==> config.mk <==
export PLATFORM = sky130hd
export DESIGN_NAME = rxts_capture_bank
export DESIGN_NICKNAME = d
export VERILOG_FILES = /design/src/rtl/rxts_pkg.sv /design/src/rtl/rxts_qualify.sv /design/src/rtl/rxts_slot_alloc.sv /design/src/rtl/rxts_slot_bank.sv /design/src/rtl/rxts_capture_bank.sv
export SDC_FILE = /design/constraint.sdc
export NUM_CORES = 1
export LEC_CHECK = 0
export BUFFER_PORTS_ARGS = -buffer_cell sky130_fd_sc_hd__buf_2
export CORE_ASPECT_RATIO = 0.8
export CORE_UTILIZATION = 46
export CTS_BUF_LIST = sky130_fd_sc_hd__clkbuf_16
export CTS_CLUSTER_DIAMETER = 50
export CTS_CLUSTER_SIZE = 20
export DETAILED_ROUTE_END_ITERATION = 8
export GPL_ROUTABILITY_DRIVEN = 0
export GPL_TIMING_DRIVEN = 0
export PLACE_DENSITY = 0.69
export RECOVER_POWER = 50
export REMOVE_ABC_BUFFERS = 1
export SKIP_CTS_REPAIR_TIMING = 1
export SLEW_MARGIN = 20
export SYNTH_ARGS = -nofsm -noshare
export SYNTH_HDL_FRONTEND = slang
export SYNTH_SLANG_ARGS = --single-unit
==> constraint.sdc <==
create_clock -name clk -period 2.5 [get_ports clk]
set_input_delay 0.375 -clock clk [delete_from_list [all_inputs] [get_ports clk]]
set_output_delay 0.375 -clock clk [all_outputs]
set_load 0.005 [all_outputs]
==> src/rtl/rxts_pkg.sv <==
// Shared encodings for the receive timestamp capture bank.
package rxts_pkg;
    // Version select codes; the codes are fixed by the configuration field.
    typedef enum logic [1:0] {
        VSEL_NONE = 2'd0,
        VSEL_V1   = 2'd1,
        VSEL_V2   = 2'd2,
        VSEL_RSVD = 2'd3
    } ver_sel_e;
endpackage

==> src/rtl/rxts_qualify.sv <==
// Frame qualifier: decides whether the frame at a start-of-frame strobe is a
// stampable event. Purely combinational.
// Assumes the parsed fields are valid in the cycle sof is high.
module rxts_qualify
    import rxts_pkg::*;
#(
    parameter int VER_W = 4,
    parameter int MSG_W = 4
) (
    input  logic             sof,
    input  logic [VER_W-1:0] frm_ver,
    input  logic [MSG_W-1:0] frm_msg,
    input  logic             frm_udp,
    input  ver_sel_e         ver_sel,
    input  logic             udp_en,
    input  logic [MSG_W-1:0] msg_sel,
    output logic             hit
);
    logic v1_ok, v2_ok;

    // Version 1 only ever travels over UDP; version 2 may also ride layer 2.
    always_comb begin
        v1_ok = (ver_sel == VSEL_V1) && (frm_ver == VER_W'(1)) && frm_udp && udp_en;
        v2_ok = (ver_sel == VSEL_V2) && (frm_ver == VER_W'(2)) && (!frm_udp || udp_en);
        hit   = sof && (frm_msg == msg_sel) && (v1_ok || v2_ok);
    end
endmodule

==> src/rtl/rxts_slot_alloc.sv <==
// Slot allocator: grants the lowest-numbered slot set in the free mask.
// Assumes the caller has already removed slots being released this cycle.
module rxts_slot_alloc #(
    parameter int N     = 4,
    parameter int IDX_W = 2
) (
    input  logic [N-1:0]     free_mask,
    output logic [N-1:0]     grant,
    output logic [IDX_W-1:0] grant_idx,
    output logic             any_free
);
    // Scan from the top down so the lowest free slot is the last one kept.
    always_comb begin
        grant     = '0;
        grant_idx = '0;
        any_free  = 1'b0;
        for (int i = N - 1; i >= 0; i--) begin
            if (free_mask[i]) begin
                grant     = '0;
                grant[i]  = 1'b1;
                grant_idx = IDX_W'(i);
                any_free  = 1'b1;
            end
        end
    end
endmodule

==> src/rtl/rxts_slot_bank.sv <==
// Slot bank: N locked 2-word timestamp slots with a busy bit each, plus the
// registered read port. A write grant locks a slot; a release frees it.
// Assumes grant and release never target the same slot in one cycle.
module rxts_slot_bank #(
    parameter int N      = 4,
    parameter int IDX_W  = 2,
    parameter int TIME_W = 64
) (
    input  logic                  clk,
    input  logic                  rst_n,
    input  logic [N-1:0]          wr_grant,
    input  logic [TIME_W-1:0]     time_in,
    input  logic [N-1:0]          release_mask,
    input  logic                  rd_en,
    input  logic [IDX_W-1:0]      rd_slot,
    input  logic                  rd_hi,
    output logic [TIME_W/2-1:0]   rd_data,
    output logic [N-1:0]          busy
);
    localparam int WORD_W = TIME_W / 2;

    logic [TIME_W-1:0] ts_view [N];

    for (genvar g = 0; g < N; g++) begin : g_slot
        logic [TIME_W-1:0] ts_q;
        logic              busy_q;

        // Lock the slot on a grant, free it on a release.
        always_ff @(posedge clk) begin
            if (!rst_n) begin
                ts_q   <= '0;
                busy_q <= 1'b0;
            end else if (wr_grant[g]) begin
                ts_q   <= time_in;
                busy_q <= 1'b1;
            end else if (release_mask[g]) begin
                busy_q <= 1'b0;
            end
        end

        assign ts_view[g] = ts_q;
        assign busy[g]    = busy_q;
    end

    // Register the requested half of the addressed slot.
    always_ff @(posedge clk) begin
        if (!rst_n) begin
            rd_data <= '0;
        end else if (rd_en) begin
            rd_data <= rd_hi ? ts_view[rd_slot][WORD_W +: WORD_W]
                             : ts_view[rd_slot][0 +: WORD_W];
        end
    end

    // a high-half read frees the addressed slot.
    a_r5_hi_read_frees : assert property (@(posedge clk) disable iff (!rst_n)
        (rd_en && rd_hi) |=> !busy[$past(rd_slot)]);

    // a low-half read keeps a busy slot locked.
    a_r5_lo_read_keeps : assert property (@(posedge clk) disable iff (!rst_n)
        (rd_en && !rd_hi && busy[rd_slot]) |=> busy[$past(rd_slot)]);
endmodule

==> src/rtl/rxts_capture_bank.sv <==
// Receive timestamp capture bank (top). Qualifies frames, picks the lowest
// free slot (excluding one being released by a high-half read this cycle),
// latches the time there, and reports the slot index one cycle after sof.
// Assumes time_ns is stable around the clock edge that samples sof.
module rxts_capture_bank
    import rxts_pkg::*;
#(
    parameter int N      = 4,
    parameter int TIME_W = 64,
    parameter int VER_W  = 4,
    parameter int MSG_W  = 4
) (
    input  logic                      clk,
    input  logic                      rst_n,
    input  logic [TIME_W-1:0]         time_ns,
    input  logic                      sof,
    input  logic [VER_W-1:0]          frm_ver,
    input  logic [MSG_W-1:0]          frm_msg,
    input  logic                      frm_udp,
    input  logic [1:0]                cfg_ver_sel,
    input  logic                      cfg_udp_en,
    input  logic [MSG_W-1:0]          cfg_msg,
    input  logic                      rd_en,
    input  logic [$clog2(N)-1:0]      rd_slot,
    input  logic                      rd_hi,
    output logic [TIME_W/2-1:0]       rd_data,
    output logic [N-1:0]              slot_busy,
    output logic                      stamp_vld,
    output logic [$clog2(N)-1:0]      stamp_idx
);
    localparam int IDX_W = $clog2(N);

    logic             hit;
    logic [N-1:0]     rel_mask, free_mask, alloc_grant, wr_grant;
    logic [IDX_W-1:0] alloc_idx;
    logic             any_free;

    rxts_qualify #(.VER_W(VER_W), .MSG_W(MSG_W)) u_qual (
        .sof     (sof),
        .frm_ver (frm_ver),
        .frm_msg (frm_msg),
        .frm_udp (frm_udp),
        .ver_sel (ver_sel_e'(cfg_ver_sel)),
        .udp_en  (cfg_udp_en),
        .msg_sel (cfg_msg),
        .hit     (hit)
    );

    // Decode the slot a high-half read releases this cycle.
    always_comb begin
        rel_mask = '0;
        for (int i = 0; i < N; i++) begin
            rel_mask[i] = rd_en && rd_hi && (rd_slot == IDX_W'(i));
        end
    end

    // A releasing slot is not offered to a capture in the same cycle.
    assign free_mask = ~slot_busy & ~rel_mask;

    rxts_slot_alloc #(.N(N), .IDX_W(IDX_W)) u_alloc (
        .free_mask (free_mask),
        .grant     (alloc_grant),
        .grant_idx (alloc_idx),
        .any_free  (any_free)
    );

    assign wr_grant = hit ? alloc_grant : '0;

    rxts_slot_bank #(.N(N), .IDX_W(IDX_W), .TIME_W(TIME_W)) u_bank (
        .clk          (clk),
        .rst_n        (rst_n),
        .wr_grant     (wr_grant),
        .time_in      (time_ns),
        .release_mask (rel_mask),
        .rd_en        (rd_en),
        .rd_slot      (rd_slot),
        .rd_hi        (rd_hi),
        .rd_data      (rd_data),
        .busy         (slot_busy)
    );

    // Report the granted slot one cycle after the strobe.
    always_ff @(posedge clk) begin
        if (!rst_n) begin
            stamp_vld <= 1'b0;
            stamp_idx <= '0;
        end else begin
            stamp_vld <= hit && any_free;
            stamp_idx <= alloc_idx;
        end
    end

    // a reported slot is locked.
    a_r3_stamp_slot_busy : assert property (@(posedge clk) disable iff (!rst_n)
        stamp_vld |-> slot_busy[stamp_idx]);

    // a full bank takes no stamp.
    a_r6_full_no_stamp : assert property (@(posedge clk) disable iff (!rst_n)
        (sof && (&slot_busy)) |=> !stamp_vld);

    // a slot released this cycle is never reused by the same capture.
    a_r10_release_not_reused : assert property (@(posedge clk) disable iff (!rst_n)
        (sof && rd_en && rd_hi) |=> !(stamp_vld && (stamp_idx == $past(rd_slot))));

    // at most one slot is granted.
    a_r2_single_grant : assert property (@(posedge clk) disable iff (!rst_n)
        $onehot0(wr_grant));
endmodule

==> metrics.txt <==
status=completed; CP endpoint kind=register; number of global-route vias before repair=8883; routed length per placed instance=16.8 um; Top delay family on crit path=buffers and inverters; crit-path max cell delay=0.44 ns; placed insts=1572; vias per cell=5.34; global-route wire length before repair=45700 um; CTS tree=built; Area Growth Syn to Fin=15.2%; CP dominant cell by count=buf_16; IO Pins=126; # rows=53; PortBufs=125; Max-cap violations=0; M1 WL=13200 um; Setup Skew=0.0304 ns; drt pass-1 iters=4; f_max=414 MHz; n_diodes=0; HP Class=input port to register; final hold vios=0; Tcrit/Tclk final=96.5%; Synth Area in Compound Gates=3.41%; Starting DRT DRC Count=432; crit start category=input port; post-route ant nets=0; Bufs and invs on worst path=5; Met3 Wirelength=1080 um; DRC Markers=0; gr usage total=19.8%; Setup-failing EPs final=0; dominant cells by area after synthesis=dfxtp_1 (47%), mux2i_1 (23%), mux4_2 (11%); Tmin final=2.41 ns; Data arrival, critical path=2.85 ns; Clock Sinks=295; Slew headroom=5.53%; Core Box Area=0.0267 sq mm; Yosys reg bits=295; H-Tree Depth=1; FF+latch area=0.00591 sq mm; WL met2=12600 um; Synth top area share=46.7%; initial core utilization=47.4%; adder-cell share of the synthesized area=0%; Util after Layout=54.6%; Mean Syn Cell Area=10.8 sq um; routed vias=8655; Max rail drop VDD=0.489 mV; drt total wl=27300 um; layout cells sized above 1=19.1%; Reg clk slew, reported paths=0.08 ns; Die X=187 um; Leak Pwr=0.00753 uW; Highest Signal Layer=met5; total gr overflow=0; Pwr Density=650 mW/mm^2; total CTS buffers=27; Synth Area in XOR/XNOR=0.277%; largest family of logic cells by synthesized area=multiplexers; mux cell area share after synthesis=34.2%; initial antenna violation count=1; Setup CP Type=input port to register; root buf cell=clkbuf_16; Required @ worst endpoint=2.93 ns; cell taking the most area after synthesis=dfxtp_1; Filler cells=2372; Max Fanout on Critical Path=35; Slew Limit Fails=0; die area=0.0281 sq mm; CP max-delay cell=buf_6; critical-path cell list=buf_6, nand3b_2, o21ai_0, a22o_1, o2111ai_4, buf_16, buf_16, buf_8, buf_16, mux2i_1; Die Y=150 um; clk_lat worst skew=0.56 ns; Cell Area, Synth=0.0126 sq mm; largest net degree at the start of global routing=113; Longest Clk Path Bufs=3; Synth Area in Simple Gates=11.5%; cells after synthesis=1172; measured slew at the worst slew-check pin=1.42 ns; footprint of the multi-input gates=0.00629 sq mm; Seq/Total Area, Yosys=46.7%; Final Non-Filler Cells=1622; post-synthesis cell type count=31; Total Nets Final=1332; Synth Warn #=0; hpwl dp=17200 um
per-layer routing:
metal	GRT usage, %	vias to the layer above
met2	32.7	171
li1	-	4214
met1	27.5	4235
met4	4.26	2
met5	0	-
met3	3.05	33
registers in the layout (all words and copies together) (netlist names):
name                  flops
u_bank.rd_data           32
stamp_idx                 2
stamp_vld                 1
u_bank.g_slot.busy_q      4
u_bank.g_slot.ts_q      256
synth_stat cells:
cell type,instances
a211oi_1,1
buf_6,5
xnor2_1,4
and3_1,2
mux4_2,64
and4bb_1,1
nand3_1,3
a22o_1,1
dfxtp_1,295
o221a_2,1
inv_1,2
nor2_1,3
o2111ai_1,1
nand2b_1,2
o211a_1,32
clkbuf_1,49
a21boi_0,2
nand2_1,356
buf_4,11
nor4_4,1
nor3b_1,1
and3b_1,1
buf_2,27
a21oi_1,3
a21boi_1,1
buf_1,6
nand3b_2,1
nor4_1,1
o21ai_0,6
mux2i_1,288
a31oi_1,1
worst reg2reg max path, stage by stage (launching register included):
cell,delay [ns]
dfxtp_1,0.40
inv_1,0.08
o21ai_0,0.16
a22o_1,0.36
o2111ai_4,0.20
buf_16,0.23
buf_16,0.17
buf_8,0.17
buf_16,0.17
mux2i_1,0.13
report_power, final:
group	internal, uW	leakage, uW	switching, uW
Combinational	185	0.00470	316
Clock	2130	0.000450	2100
Sequential	4720	0.00238	12.9
Total	7040	0.00753	2430
placed cells by master (no fill, tap or decap), types with 2 or more instances in the layout:
master     count
xnor2_1        4
clkbuf_4       2
buf_12         3
a21boi_0       2
nand3_1        2
inv_6          6
dfxtp_1      295
clkbuf_1      21
mux2i_1      288
clkbuf_16     27
buf_4          2
clkinv_8       3
mux4_2        64
buf_6          3
buf_16        10
nor2_1         3
a21oi_1        3
inv_1          2
o211a_1       32
nand2_1      355
and3_1         2
clkinv_4       2
o21ai_0        6
inv_8          6
clkinv_2       2
buf_2        100
metrics by stage:
step / hold slack, ns / total power (uW) / setup TNS [ns] / setup WS (ns) / area, sq um
final: 0.142 / 9470 / 0 / 0.0874 / 14600
after global routing: 0.151 / 9830 / -0.383 / -0.0410 / 14600
after CTS: 0.128 / 9590 / -6.45 / -0.352 / 14600
after detailed placement: 0.451 / 5360 / -83.42 / -0.927 / 13700
after global placement: 0.442 / 5330 / -1347.14 / -7.21 / 13200
after floorplan: 0.436 / 5010 / -416.86 / -3.17 / 12200
worst paths after layout:
check                            start                   endpoint  slack (ns)  depth (start not counted)
max                              rd_hi  u_bank.g_slot[3].ts_q[20]        0.09                         10
min                        time_ns[47]  u_bank.g_slot[3].ts_q[47]        0.14                          3
max reg2reg    u_bank.g_slot[0].busy_q  u_bank.g_slot[3].ts_q[20]        0.33                          9
min reg2reg  u_bank.g_slot[1].ts_q[15]  u_bank.g_slot[1].ts_q[15]        0.46                          2
logic make-up (layout without fill, tap and decap cells):
group,count (synthesis),count (layout)
XOR/XNOR,4,4
AND/OR/NAND/NOR,372,372
buffers and inverters,100,193
AO/OA/AOI/OAI,49,49
multiplexers,352,352
flip-flops,295,295
layout make-up:
class,count,area share (%)
Multi-Input combinational cell,777,43.2
Sequential cell,295,40.6
Timing Repair Buffer,142,6.82
Clock buffer,27,4.64
Tap cell,357,3.07
Clock inverter,22,1.65
Inverter,2,0.0516
(Power assumes the default switching activity.)
